### src/rtl/fcs_inserter.sv
module fcs_inserter #(
  parameter logic [31:0] POLY = 32'h04C11DB7,
  parameter logic [31:0] SEED = 32'hFFFF_FFFF
)(
  input  logic       clk,
  input  logic       rst_n,
  input  logic       cfg_fcs_off,
  input  logic       cfg_autopad,
  input  logic       in_valid,
  input  logic       in_sop,
  input  logic       in_eop,
  input  logic [7:0] in_data,
  input  logic       in_add_fcs,
  output logic       in_ready,
  output logic       out_valid,
  output logic       out_sop,
  output logic       out_eop,
  output logic [7:0] out_data
);

  function automatic logic [31:0] crc_step(input logic [31:0] c, input logic [7:0] d);
    logic [31:0] r;
    r = c;
    for (int i = 0; i < 8; i++)
      r = {r[30:0], 1'b0} ^ (((r[31] ^ d[i]) == 1'b1) ? POLY : 32'h0);
    return r;
  endfunction

  function automatic logic [7:0] rev8(input logic [7:0] b);
    logic [7:0] r;
    for (int i = 0; i < 8; i++) r[i] = b[7-i];
    return r;
  endfunction

  logic [31:0] crc_q, fcs_q;
  logic        frame_fcs_q, busy_q;
  logic [1:0]  cnt_q;

  wire        take     = in_valid && in_ready;
  wire        sop_fcs  = cfg_autopad || !cfg_fcs_off || in_add_fcs;
  wire        use_fcs  = in_sop ? sop_fcs : frame_fcs_q;
  wire [31:0] crc_next = crc_step(in_sop ? SEED : crc_q, in_data);

  assign in_ready = !busy_q;

  always_ff @(posedge clk) begin
    if (!rst_n) begin
      crc_q       <= SEED;
      fcs_q       <= '0;
      frame_fcs_q <= 1'b0;
      busy_q      <= 1'b0;
      cnt_q       <= '0;
      out_valid   <= 1'b0;
      out_sop     <= 1'b0;
      out_eop     <= 1'b0;
      out_data    <= '0;
    end else begin
      out_valid <= 1'b0;
      out_sop   <= 1'b0;
      out_eop   <= 1'b0;
      if (busy_q) begin
        out_valid <= 1'b1;
        out_data  <= rev8(fcs_q[31:24]);
        fcs_q     <= {fcs_q[23:0], 8'h00};
        out_eop   <= (cnt_q == 2'd3);
        cnt_q     <= cnt_q + 2'd1;
        if (cnt_q == 2'd3) busy_q <= 1'b0;
      end else if (take) begin
        out_valid <= 1'b1;
        out_data  <= in_data;
        out_sop   <= in_sop;
        out_eop   <= in_eop && !use_fcs;
        crc_q     <= crc_next;
        if (in_sop) frame_fcs_q <= sop_fcs;
        if (in_eop && use_fcs) begin
          busy_q <= 1'b1;
          cnt_q  <= '0;
          fcs_q  <= ~crc_next;
        end
      end
    end
  end

endmodule

### config.mk
export PLATFORM = sky130hd
export DESIGN_NAME = fcs_inserter
export DESIGN_NICKNAME = d
export VERILOG_FILES = /design/src/rtl/fcs_inserter.sv
export SDC_FILE = /design/constraint.sdc
export NUM_CORES = 1
export LEC_CHECK = 0
export ABC_AREA = 1
export BUFFER_PORTS_ARGS = -buffer_cell sky130_fd_sc_hd__buf_4
export CAP_MARGIN = 20
export CORE_MARGIN = 8
export CORE_UTILIZATION = 60
export DETAILED_ROUTE_END_ITERATION = 10
export PLACE_DENSITY = 0.84
export SYNTH_ARGS = -nofsm -noshare
export SYNTH_HDL_FRONTEND = slang
export SYNTH_SLANG_ARGS = --single-unit
### constraint.sdc
create_clock -name clk -period 2.1 [get_ports clk]
set_input_delay 0.21 -clock clk [delete_from_list [all_inputs] [get_ports clk]]
set_output_delay 0.21 -clock clk [all_outputs]
set_load 0.005 [all_outputs]
==> impl_metrics.ini <==
[drt]
routed_via_density = 5.633
total_via_count_in_the_routed_design = 4140
post_drt_wl_per_cell_um = 16.44
drt-total-wl_mm = 12.08
route.antenna.remaining_nets = 0
route.detailed.drc = 0
firstDrtPassIters = 6
drt_iter0_drc = 330

[finish]
antennaDiodeCount = 0
layout-drive-gt1-share_pct = 20.70
finish.net_count = 645
seqCellArea_mm2 = 0.001582
final_util_pct = 67.01
multiInputGateArea_mm2 = 0.002587
fill_cells = 599
flow.area_growth_from_synthesis_pct = 10.71
fin_cells = 735

[worst_setup_path]
critical-path-top-cell-by-count = sky130_fd_sc_hd__nand2_2
critPathMaxFanout = 7
timing.critical_path.from_type = register
cp_cell_sequence = o21ai_1, nand2_2, inv_2, nand2_1, nand2_2, xor2_2, or2_1, nand3_1, a21oi_1
critical_path_class = register to register
cp.required_ns = 2.39
critical_path.n_buffers_inverters = 1
worstSetupEndpointType = register
critical_path.slowest_cell = sky130_fd_sc_hd__dfxtp_1
worst-endpoint-arrival_ns = 2.11
timing.critical_path.slowest_cell_delay_ns = 0.33
critical_path.top_delay_family = simple AND/OR/NAND/NOR gates

[placement]
place_ws_ns = 0.1136
io_buffer_count = 27
gp_congestion = 0.9619
place.detailed.hpwl_mm = 8.727
numPlacedInstances = 719

[sta]
setup-tns-final_ns = 0
final_min_period_over_clock_period_pct = 86.65
finalSetupViolCount = 0
finalWorstSetupSlack_ns = 0.2805
timing_hold_violations_final = 0
final_slew_violations = 0
rsz_0062_raised_after_global_routing = false
max-slew-margin-rel_pct = 55.12
worst-slew-pin-transition_ns = 0.6707
final_period_minus_worst_setup_slack_ns = 1.820
clock.fmax_ghz = 0.5496
fin_worst_skew_ns = 0.01013
hold_ws_ns = 0.1227

[logic_synthesis]
ys_ff_latch = 79
syn_inst = 607
synth_fp_nets = 624
ys_warns = 0
post_synth_main_area_contributors = sky130_fd_sc_hd__dfxtp_1 35%, sky130_fd_sc_hd__nand2_1 12%, sky130_fd_sc_hd__a21oi_1 5.8%, sky130_fd_sc_hd__inv_1 4.3%, sky130_fd_sc_hd__xor2_1 4.0%
synth-seq-area-share_pct = 34.53
synth.avg_cell_area_um2 = 7.546
synth_cell_type_count = 47
syn-cell-area_mm2 = 0.004581
fraction_of_synthesized_cell_area_taken_by_the_top_area_cell_type_pct = 34.53
synth_top_cell_by_area = sky130_fd_sc_hd__dfxtp_1

[cts]
clock_sinks = 79
htreeDepth = 3
post_cts_resize_count = 0
clock_insertion_delay_at_the_later_pin_of_the_skew_report_ns = 0.36
cts.root.buffer_cell = sky130_fd_sc_hd__clkbuf_8
cts-buffers-inserted = 9
post-cts-setup-buffers = 0
clock_path_buffers = 2
clk_pin_slew_ns = 0.09
cts_tree = yes
cts.hold.buffers_added = 0

[die]
die_h_um = 103.4
dieWidth_um = 103.4
floorplan.die_area_mm2 = 0.01069
rows = 32
core_area_mm2 = 0.007567
initial_core_util_pct = 60.53
design.portCount = 28

[power]
vdd_ir_drop_max_mv = 0.3656
power_density_mw_per_mm2 = 824.7
p_leak_nw = 2.252

[outcome]
run_status = finished, final reports clean

[min_path]
hold_class = primary input to register

[global_route]
grt_pass1_wl_mm = 19.36
grt_antenna_before_repair = 0
grt_overflow = 0
grt_max_degree = 58
grt_usage_pct = 23.83
via_count_of_the_first_global_routing_pass = 3974

[flow_run]
maxCapViolations = 0
-- cells in the final DEF (no fill, tap or decap), drive strengths merged --
master	instances
nor2	47
buf	38
clkinvlp	1
a22oi	4
a211o	1
nand2	183
clkbuf	9
o22ai	1
inv	67
o21ai	46
clkinv	3
xor2	28
bufinv	1
xnor2	19
nand3b	1
nor3	2
or2	11
o21bai	1
a22o	3
nand3	18
dfxtp	79
ha	1
a21oi	56
a31oi	13
-- cell type report --
cell class	count	area share [%]
multi-input combinational	435	51.02
sequential	79	31.19
timing repair buffer	38	5.872
inverter	65	5.255
tap	102	2.517
clock buffer	9	2.443
clock inverter	7	1.702
-- tightest hold or removal path, cell delays in order --
cell and delay, ns:
sky130_fd_sc_hd__buf_4 0.11, sky130_fd_sc_hd__nand3_1 0.07, sky130_fd_sc_hd__a21oi_1 0.06
-- where the power goes --
| part | internal [W] | total, W | leakage (nW) | switching [W] |
|---|---|---|---|---|
| logic | 0.000434 | 0.00124 | 1.50 | 0.000806 |
| clock network | 0.000576 | 0.00121 | 0.104 | 0.000637 |
| registers | 0.00164 | 0.00173 | 0.650 | 0.0000925 |
| total | 0.00265 | 0.00418 | 2.25 | 0.00154 |
-- cell usage after synthesis (all sizes together) --
cell	instances
nor2	47
inv	63
ha	1
clkinv	2
nand3b	1
a31oi	13
buf	9
xor2	28
o22ai	1
nor3	2
nand2	183
xnor2	19
a211o	1
a22oi	4
clkbuf	19
o21ai	46
dfxtp	79
a22o	3
o21bai	1
or2	11
nand3	18
a21oi	56
-- sequential cells by signal, summed over array words and instances (netlist names), 2 cells and up --
register and count:
crc_q 32, fcs_q 32, out_data 8, cnt_q 2
-- per-stage QoR --
stage	total power (W)	instance area, µm²
after floorplan	0.002648	4581
after global placement	0.002927	4861
after detailed placement	0.002969	4861
after CTS	0.004164	5071
after global routing	0.004371	5071
final	0.004182	5071
-- logic make-up (layout without fill, tap and decap cells) --
kind of cell    count (synthesis)  count (layout)  share of synthesized area [%]
compound gates                125             125                          15.87
buf+inv                        93             119                          8.986
xor+xnor                       47              47                          10.63
flops                          79              79                          34.53
simple gates                  262             262                          29.72
fa+ha+maj                       1               1                         0.2731
-- layer usage --
metal  wire length, µm  global-route usage (%)  up-vias  share of wire (%)
li1                  -                       -     1959                  -
met1              4565                   27.15     1898                 38
met2              5696                   39.60      222                 47
met3              1009                   4.217       61                8.4
met4               810                   16.91        0                6.7
met5                 0                       0        -                  0
-- worst paths after layout --
kind | slack (ns) | startpoint | to | cells past startpoint
worst max-delay path | 0.28 | crc_q[29]$_SDFFE_PN1P_ | fcs_q[15]$_SDFFE_PN0P_ | 9
worst min-delay path | 0.12 | in_eop | out_eop$_SDFF_PN0_ | 3
worst max register to register | 0.28 | crc_q[29]$_SDFFE_PN1P_ | fcs_q[15]$_SDFFE_PN0P_ | 9
worst min register to register | 0.47 | fcs_q[0]$_SDFFE_PP0P_ | fcs_q[0]$_SDFFE_PP0P_ | 2
No activity file was read; power rests on OpenSTA's default activity.
